[src/rtl/mcr_pkg.sv]
package mcr_pkg;
  localparam int NP = 4;
  localparam int PW = $clog2(NP);
  typedef enum logic [PW-1:0] {
    SIDE_N = 2'd0,
    SIDE_E = 2'd1,
    SIDE_S = 2'd2,
    SIDE_W = 2'd3
  } side_e;
endpackage

[src/rtl/mcr_route.sv]
module mcr_route import mcr_pkg::*; #(
  parameter int COORD_W = 3,
  parameter int HOME_X  = 1,
  parameter int HOME_Y  = 1,
  parameter int ARRIVE  = 0
) (
  input  logic [2*COORD_W-1:0] dest,
  output logic [NP-1:0]        want
);
  localparam logic [COORD_W-1:0] HX = COORD_W'(HOME_X);
  localparam logic [COORD_W-1:0] HY = COORD_W'(HOME_Y);
  localparam side_e BACK = side_e'(ARRIVE);

  logic [COORD_W-1:0] dx, dy;
  side_e              pick;
  logic               found;

  always_comb begin
    dx    = dest[COORD_W-1:0];
    dy    = dest[2*COORD_W-1:COORD_W];
    found = 1'b1;
    pick  = SIDE_N;
    if (dx > HX)      pick = SIDE_E;
    else if (dx < HX) pick = SIDE_W;
    else if (dy > HY) pick = SIDE_N;
    else if (dy < HY) pick = SIDE_S;
    else              found = 1'b0;
    want = '0;
    if (found && (pick != BACK)) want[pick] = 1'b1;
  end
endmodule

[src/rtl/mcr_alloc.sv]
module mcr_alloc import mcr_pkg::*; (
  input  logic                   clk,
  input  logic                   rst_n,
  input  logic [NP-1:0]          req,
  input  logic [NP-1:0][NP-1:0]  want,
  input  logic [NP-1:0]          in_valid,
  input  logic [NP-1:0]          in_tail,
  input  logic [NP-1:0]          out_ready,
  input  logic [NP-1:0]          out_nack,
  output logic [NP-1:0]          conn,
  output logic [NP-1:0]          path,
  output logic [NP-1:0][PW-1:0]  dir,
  output logic [NP-1:0]          reject
);
  logic [NP-1:0]          conn_q;
  logic [NP-1:0][PW-1:0]  route_q;
  logic [NP-1:0][PW-1:0]  tgt;
  logic [NP-1:0][NP-1:0]  cand;
  logic [NP-1:0][NP-1:0]  holder;
  logic [NP-1:0]          busy;
  logic [NP-1:0]          grant;
  logic [NP-1:0]          claim;
  logic [NP-1:0]          drop;

  always_comb begin
    for (int i = 0; i < NP; i++) begin
      tgt[i] = '0;
      for (int o = 0; o < NP; o++)
        if (want[i][o]) tgt[i] = PW'(o);
    end
    for (int o = 0; o < NP; o++) begin
      for (int i = 0; i < NP; i++) begin
        cand[o][i]   = req[i] & want[i][o];
        holder[o][i] = conn_q[i] & (route_q[i] == PW'(o));
      end
      busy[o] = |holder[o];
    end
  end

  // fixed priority: lowest side index wins each output
  always_comb begin
    logic first;
    grant = '0;
    for (int o = 0; o < NP; o++) begin
      first = 1'b1;
      for (int i = 0; i < NP; i++) begin
        if (cand[o][i] && first) begin
          first = 1'b0;
          if (!busy[o]) grant[i] = 1'b1;
        end
      end
    end
  end

  always_comb begin
    for (int i = 0; i < NP; i++) begin
      dir[i]   = conn_q[i] ? route_q[i] : tgt[i];
      claim[i] = grant[i] & out_ready[tgt[i]];
      drop[i]  = conn_q[i] & ((in_valid[i] & in_tail[i] & out_ready[route_q[i]])
                              | out_nack[route_q[i]]);
    end
    reject = req & ~grant;
    path   = conn_q | grant;
    conn   = conn_q;
  end

  always_ff @(posedge clk) begin
    if (!rst_n) begin
      conn_q  <= '0;
      route_q <= '0;
    end else begin
      for (int i = 0; i < NP; i++) begin
        if (claim[i]) begin
          conn_q[i]  <= 1'b1;
          route_q[i] <= tgt[i];
        end else if (drop[i]) begin
          conn_q[i]  <= 1'b0;
        end
      end
    end
  end

  for (genvar g = 0; g < NP; g++) begin : g_chk
    a_r3_claim_holds: assert property (@(posedge clk) disable iff (!rst_n)
      claim[g] |=> (conn[g] && dir[g] == $past(tgt[g])));
    a_r9_release_next: assert property (@(posedge clk) disable iff (!rst_n)
      drop[g] |=> !conn[g]);
    a_r4_one_owner: assert property (@(posedge clk) disable iff (!rst_n)
      $onehot0(holder[g]));
    a_r5_one_winner: assert property (@(posedge clk) disable iff (!rst_n)
      $onehot0(grant & cand[g]));
  end
endmodule

[src/rtl/mcr_xbar.sv]
module mcr_xbar import mcr_pkg::*; #(
  parameter int FLIT_W = 16
) (
  input  logic                        clk,
  input  logic                        rst_n,
  input  logic [NP-1:0]               in_valid,
  input  logic [NP-1:0][FLIT_W-1:0]   in_data,
  input  logic [NP-1:0]               conn,
  input  logic [NP-1:0]               path,
  input  logic [NP-1:0][PW-1:0]       dir,
  input  logic [NP-1:0]               reject,
  input  logic [NP-1:0]               out_ready,
  input  logic [NP-1:0]               out_ack,
  input  logic [NP-1:0]               out_nack,
  output logic [NP-1:0]               out_valid,
  output logic [NP-1:0][FLIT_W-1:0]   out_data,
  output logic [NP-1:0]               in_ready,
  output logic [NP-1:0]               in_ack,
  output logic [NP-1:0]               in_nack
);
  always_comb begin
    for (int o = 0; o < NP; o++) begin
      out_valid[o] = 1'b0;
      out_data[o]  = '0;
      for (int i = 0; i < NP; i++) begin
        if (path[i] && dir[i] == PW'(o)) begin
          out_valid[o] = in_valid[i];
          out_data[o]  = in_data[i];
        end
      end
    end
    for (int i = 0; i < NP; i++) begin
      in_ready[i] = path[i] ? out_ready[dir[i]] : 1'b1;
      in_ack[i]   = conn[i] & out_ack[dir[i]];
      in_nack[i]  = reject[i] | (conn[i] & out_nack[dir[i]]);
    end
  end

  for (genvar g = 0; g < NP; g++) begin : g_chk
    a_r4_refused_consumed: assert property (@(posedge clk) disable iff (!rst_n)
      (in_valid[g] && reject[g]) |-> (in_ready[g] && !path[g]));
  end
endmodule

[src/rtl/mesh_circuit_router.sv]
module mesh_circuit_router import mcr_pkg::*; #(
  parameter int FLIT_W  = 16,
  parameter int COORD_W = 3,
  parameter int HOME_X  = 1,
  parameter int HOME_Y  = 1
) (
  input  logic                  clk,
  input  logic                  rst_n,
  input  logic [NP-1:0]         in_valid,
  output logic [NP-1:0]         in_ready,
  input  logic [NP*FLIT_W-1:0]  in_data,
  output logic [NP-1:0]         in_ack,
  output logic [NP-1:0]         in_nack,
  output logic [NP-1:0]         out_valid,
  input  logic [NP-1:0]         out_ready,
  output logic [NP*FLIT_W-1:0]  out_data,
  input  logic [NP-1:0]         out_ack,
  input  logic [NP-1:0]         out_nack
);
  localparam int START_BIT = FLIT_W - 1;
  localparam int TAIL_BIT  = FLIT_W - 2;

  logic [NP-1:0][FLIT_W-1:0] in_flit, out_flit;
  logic [NP-1:0][NP-1:0]     want;
  logic [NP-1:0][PW-1:0]     dir;
  logic [NP-1:0]             req, tail, conn, path, reject;

  assign in_flit  = in_data;
  assign out_data = out_flit;

  for (genvar g = 0; g < NP; g++) begin : g_side
    assign tail[g] = in_flit[g][TAIL_BIT];
    assign req[g]  = in_valid[g] & in_flit[g][START_BIT] & ~conn[g];
    mcr_route #(
      .COORD_W(COORD_W), .HOME_X(HOME_X), .HOME_Y(HOME_Y), .ARRIVE(g)
    ) u_route (
      .dest (in_flit[g][2*COORD_W-1:0]),
      .want (want[g])
    );
  end

  mcr_alloc u_alloc (
    .clk       (clk),
    .rst_n     (rst_n),
    .req       (req),
    .want      (want),
    .in_valid  (in_valid),
    .in_tail   (tail),
    .out_ready (out_ready),
    .out_nack  (out_nack),
    .conn      (conn),
    .path      (path),
    .dir       (dir),
    .reject    (reject)
  );

  mcr_xbar #(.FLIT_W(FLIT_W)) u_xbar (
    .clk       (clk),
    .rst_n     (rst_n),
    .in_valid  (in_valid),
    .in_data   (in_flit),
    .conn      (conn),
    .path      (path),
    .dir       (dir),
    .reject    (reject),
    .out_ready (out_ready),
    .out_ack   (out_ack),
    .out_nack  (out_nack),
    .out_valid (out_valid),
    .out_data  (out_flit),
    .in_ready  (in_ready),
    .in_ack    (in_ack),
    .in_nack   (in_nack)
  );
endmodule

[config.mk]
export PLATFORM = sky130hd
export DESIGN_NAME = mesh_circuit_router
export DESIGN_NICKNAME = d
export VERILOG_FILES = /design/src/rtl/mcr_pkg.sv /design/src/rtl/mcr_route.sv /design/src/rtl/mcr_alloc.sv /design/src/rtl/mcr_xbar.sv /design/src/rtl/mesh_circuit_router.sv
export SDC_FILE = /design/constraint.sdc
export NUM_CORES = 1
export LEC_CHECK = 0
export CAP_MARGIN = 30
export CORE_UTILIZATION = 30
export CTS_CLUSTER_DIAMETER = 80
export DETAILED_ROUTE_END_ITERATION = 8
export HOLD_SLACK_MARGIN = 0.12
export PLACE_DENSITY = 0.61
export SYNTH_ARGS = -nofsm -noshare
export SYNTH_HDL_FRONTEND = slang
export SYNTH_HIERARCHICAL = 1
export SYNTH_SLANG_ARGS = --single-unit
[constraint.sdc]
create_clock -name clk -period 4.2 [get_ports clk]
set_input_delay 0.63 -clock clk [delete_from_list [all_inputs] [get_ports clk]]
set_output_delay 0.63 -clock clk [all_outputs]
set_load 0.05 [all_outputs]
-- Word-level counts from Yosys, hierarchy flattened
Cells that the tools add are included.
- add/subtract/negate cells: 0
- multipliers: 0
- div/mod/pow operators: 0
- $lt $le $gt $ge: 36
- equality and inequality tests: 27
- shifts and indexed selects: 0
- multiplexer cells: 193
- bitwise operators: 79
- reductions and logical operators: 53
- operators with widths (cell ; number):
    two-way mux 16 bit ; 16
    two-way mux 1 bit ; 117
    bitwise AND 1 bit ; 64
    two-way mux 2 bit ; 28
    binary-select mux 1 bit (select 2 bit) ; 24
    < comparator 2 x 3 -> 1 bit (second input constant) ; 16
    logical AND 1 bit ; 36
    equality test 2 bit (second input constant) ; 16
    greater-than comparator 3 x 1 -> 1 bit (second input constant) ; 8
    < comparator 3 x 1 -> 1 bit (second input constant) ; 8
    equality test 2 x 1 -> 1 bit (second input constant) ; 8
    zero test 2 bit ; 8
    two-way mux 4 bit ; 4
    OR reduction 4 bit ; 4
    nonzero test 2 bit ; 5
    demux 1 bit (select 2 bit) ; 4
    >= comparator 2 x 1 -> 1 bit (second input constant) ; 4
    OR 1 bit ; 8
    bitwise AND 4 bit ; 1
    inequality test 2 bit (second input constant) ; 2
    inverter 1 bit ; 4
    inverter 4 bit ; 1
    OR 4 bit ; 1
    inequality test 2 x 1 -> 1 bit (second input constant) ; 1
- bits in registers: 12
- bits in latches: 0
- bits in writable memories: 0
- ROM bits: 0
- input bits: 82
- output and inout port bits: 80
- memories: 0

-- Logic depth before layout (Yosys ltp)
- depth in word-level cells: 30
- gate-level depth with buffers: 13
- mapped depth without buffers: 11

-- Hierarchy
Netlist, hierarchy kept.
- modules (own cells, without submodules) (module ; times used ; cells each ; area each (um^2) ; sequential area each (um^2)):
    mcr_xbar ; 1 ; 513 ; 3653.5 ; 0.0
    mcr_alloc ; 1 ; 202 ; 1416.4 ; 240.2
    mcr_route at g_side[3].u_route ; 1 ; 7 ; 46.3 ; 0.0
    mcr_route at g_side[1].u_route ; 1 ; 7 ; 45.0 ; 0.0
    mcr_route at g_side[0].u_route ; 1 ; 6 ; 42.5 ; 0.0
    mcr_route at g_side[2].u_route ; 1 ; 6 ; 40.0 ; 0.0
    mesh_circuit_router ; 1 ; 4 ; 35.0 ; 0.0

-- Worst setup path before layout
No wires, ideal clock.
- path type: input to output
- from: in in_data[18]
- to: out out_data[12]
- data arrival time: 4.119 ns
- required time: 3.570 ns
- path slack: -0.549 ns
- cell stages on the path: 10
- buffers on the path: 1
- cell sequence: or3b_1 nor4_2 nand2_1 nand4_1 nor2_1 nor4_1 nand2b_1 nor3b_2 clkbuf_1 o31ai_1
- RTL lines (item ; line ; RTL):
    from (decl) ; mesh_circuit_router.sv:11 ; input logic [NP*FLIT_W-1:0] in_data,
    to (decl) ; mesh_circuit_router.sv:16 ; output logic [NP*FLIT_W-1:0] out_data,

==> qor.txt <==
outcome: completed
Cell Rows: 48
FF-to-FF Start: u_alloc/route_q[0]
DR iter-0 viols: 834
Worst path top cell family by delay: simple AND/OR/NAND/NOR gates
PortBufs: 161
most common cell after layout, fill and taps aside: buf_4
CP Buf/Inv Count: 4
Internal: 0.00121 W
Ports: 162
Combinational Power Share: 87.0%
Slew HR: 60.5%
switching power: 0.00117 W
Tot GR Track Use: 27.4%
Crit. End Element: primary output
synthesized cell area: 0.00528 mm2
final worst setup slack: 44.7 ps
nets@finish: 1051
CTS tree: done
Required @ worst endpoint: 3570 ps
Post-Syn Nets: 827
utilization after layout: 56.4%
total CTS buffers: 3
crit-path cells: clkdlybuf4s50_1 -> or3b_1 -> nor2_1 -> nand3_1 -> nor3_1 -> nor4_2 -> nand2b_1 -> buf_6 -> nand2_1 -> nor2_2 -> buf_8 -> o2bb2ai_1 -> buf_12
largest net degree at the start of global routing: 52
PwrDens: 245 mW/mm2
maximum capacitance violations: 0
Reg power frac: 5.7%
Max Clock Freq: 241 MHz
r2r setup slk: 1810 ps
first-pass GRT wire length: 39400 um
Synth Warn #: 6
setup violators final: 0
initial core utilization: 30.6%
DIE AREA: 0.0181 mm2
M3 GR Usage: 6.04%
Final ANT Viol Nets: 0
WP depth: 13
Final Cycle Share: 98.9%
maximum VDD drop: 0.172 mV
gr busiest metal: met2
Leakage: 3.90 nW
share of layout cells above drive strength 1: 39.7%
first-pass iteration count of the detailed router: 5
Critical Path Source: in_data[50]
Worst Path Arrival: 3530 ps
Remaining Overflow, GRT: 0
Detailed Route WL: 26200 um
RSZ-0062 raised after global routing: yes
worst skew pair latency: 240 ps
Final Slew Violations: 0
synth unique cells: 58
total negative slack: 0 ps
WHS: 639 ps
Synth Register Bits: 12
worst hold path class: reg2reg
synthesized instance count: 745
initial antenna violation count: 0
Reg2Reg Capture Point: u_alloc/route_q[5]
FF-to-FF path depth: 7
sw frac: 49.1%
Max Fanout on Critical Path: 15
DR WL/cell: 22.0 um
Die Wd: 135 um
Async SR Flop Fraction: 0%
Final Hold Vio Count: 0
Clk pwr share: 7.3%
crit-path max cell delay: 450 ps
crit path launch type: input pin
syn_area_per_cell: 7.09 um2
Synth-to-Final Area Change: 84.2%
Sink Count: 12
Worst Setup EP: out_data[35]
Final min period: 4160 ps
crit path max-delay cell type: or3b_1
# fillers: 1535
Core Box Area: 0.0172 mm2
n_diodes: 0
via count: 7478
register area share after synthesis: 4.55%
worst setup path class: in2out
Detailed Place HPWL: 19300 um
clock root buffer: clkbuf_16
number of global-route vias before repair: 6875
met2 Usage GRT: 42.3%
Worst-Margin Slew: 591 ps
H-tree levels: 1
final clock skew: 0.631 ps
most frequent cells in the layout: buf_4, buf_12, nand2_1, clkdlybuf4s50_1, and4b_1
Die H: 135 um
number of synthesized flops with an enable pin: 0
clock-pin slew on the worst setup and hold paths: 40 ps
drt drc: 0
routability cong.: 0.915
Main synth FF type: dfxtp_1
vias per cell: 6.27
setup slack at placement: -179 ps
Clock Tree Buf Depth: 2
Global Route met1 Usage: 38.2%
[timing repair]
item / 4_1_cts / 5_1_grt
endpoints found under the setup margin: 68 / 72
cloned: 1 / 2
resized for setup: 22 / 51
setup buffers: 0 / 11
pin swaps: 2 / 20
hold endpoints to repair: 0 / 0
hold buffers: 0 / 0
[per-layer routing]
metal | share of wire (%) | routed length, um
met1 | 42 | 11000
met2 | 45 | 11700
met3 | 11 | 2810
met4 | 2.6 | 673
met5 | 0 | 0
[through the flow]
stage | instance area [um2] | total power [W] | cells
final | 9720 | 0.00239 | 1192
after CTS | 9380 | 0.00231 | 1179
after floorplan | 5620 | 0.00114 | 745
after global routing | 9720 | 0.00247 | 1192
after global placement | 9140 | 0.00210 | 1174
after detailed placement | 9150 | 0.00211 | 1175
[power groups by stage]
stage | logic [W] | clock network (W) | registers (W)
global placement | 0.00196 | 0 | 0.000137
global route | 0.00215 | 0.000183 | 0.000136
CTS | 0.00200 | 0.000175 | 0.000135
finish | 0.00208 | 0.000175 | 0.000136
floorplan | 0.00101 | 0 | 0.000129
detailed placement | 0.00197 | 0 | 0.000137
[cell families (layout without fill, tap and decap cells)]
family | Yosys count | in the layout | share of synthesized area (%)
AND/OR/NAND/NOR | 354 | 354 | 45.8
AO/OA/AOI/OAI | 246 | 246 | 33.0
buffers and inverters | 107 | 329 | 9.34
multiplexers | 22 | 22 | 7.06
flip-flops | 12 | 12 | 4.55
other | 4 | 4 | 0.284
[synth_stat cells (3+ instances only)]
cell,count,share of area (%)
o311a_1,4,0.76
a311oi_1,9,1.5
or3b_1,4,0.66
o22ai_1,3,0.36
nor3b_1,8,1.1
o2bb2ai_1,17,2.8
a21o_1,5,0.71
clkbuf_1,51,3.6
nor3b_2,3,0.71
o31ai_1,18,2.6
a22oi_1,3,0.43
conb_1,4,0.28
a211oi_2,10,2.4
buf_2,32,3.0
dfxtp_1,12,4.6
nor3_1,14,1.3
o21ai_0,67,6.4
nand3_1,9,0.85
a31oi_1,3,0.36
a211oi_1,42,6.0
o211a_1,19,3.6
nand2_1,77,5.5
nand4_1,41,4.9
nand3b_1,14,2.0
and4b_1,68,13
mux2i_1,8,1.5
a21oi_1,14,1.3
nand2b_1,8,0.95
nor2_1,34,2.4
and3b_1,7,1.2
nor4_2,3,0.71
nor4bb_1,34,6.4
nor2b_1,6,0.71
o221a_2,4,0.85
and2_1,8,0.95
buf_4,9,1.3
mux4_2,12,5.1
o21a_1,3,0.43
inv_1,10,0.71
o21ai_1,22,2.1
[sequential cells by signal, indices dropped and copies added, names as in the netlist]
register         count
u_alloc/route_q      8
u_alloc/conn         4
[cell type report]
| class | instances | area [um2] | area share, % |
|---|---|---|---|
| multi-input cells | 626 | 5230 | 53.8 |
| repair buffers | 316 | 3860 | 39.7 |
| well taps | 225 | 282 | 2.90 |
| flip-flops and latches | 12 | 240 | 2.47 |
| clock buffers | 3 | 75.1 | 0.772 |
| inverters | 10 | 37.5 | 0.386 |
[worst min-delay path by stage]
stage,to,cells past startpoint,startpoint,slack [ps]
after floorplan,u_alloc/route_q[3],1,u_alloc/route_q[3],550
after global placement,u_alloc/route_q[5],1,u_alloc/route_q[5],600
after detailed placement,u_alloc/route_q[5],1,u_alloc/route_q[5],600
after CTS,u_alloc/route_q[5],1,u_alloc/route_q[5],630
after global routing,u_alloc/route_q[5],1,u_alloc/route_q[5],650
final,u_alloc/route_q[5],1,u_alloc/route_q[5],640
No activity file was read; power rests on OpenSTA's default activity.
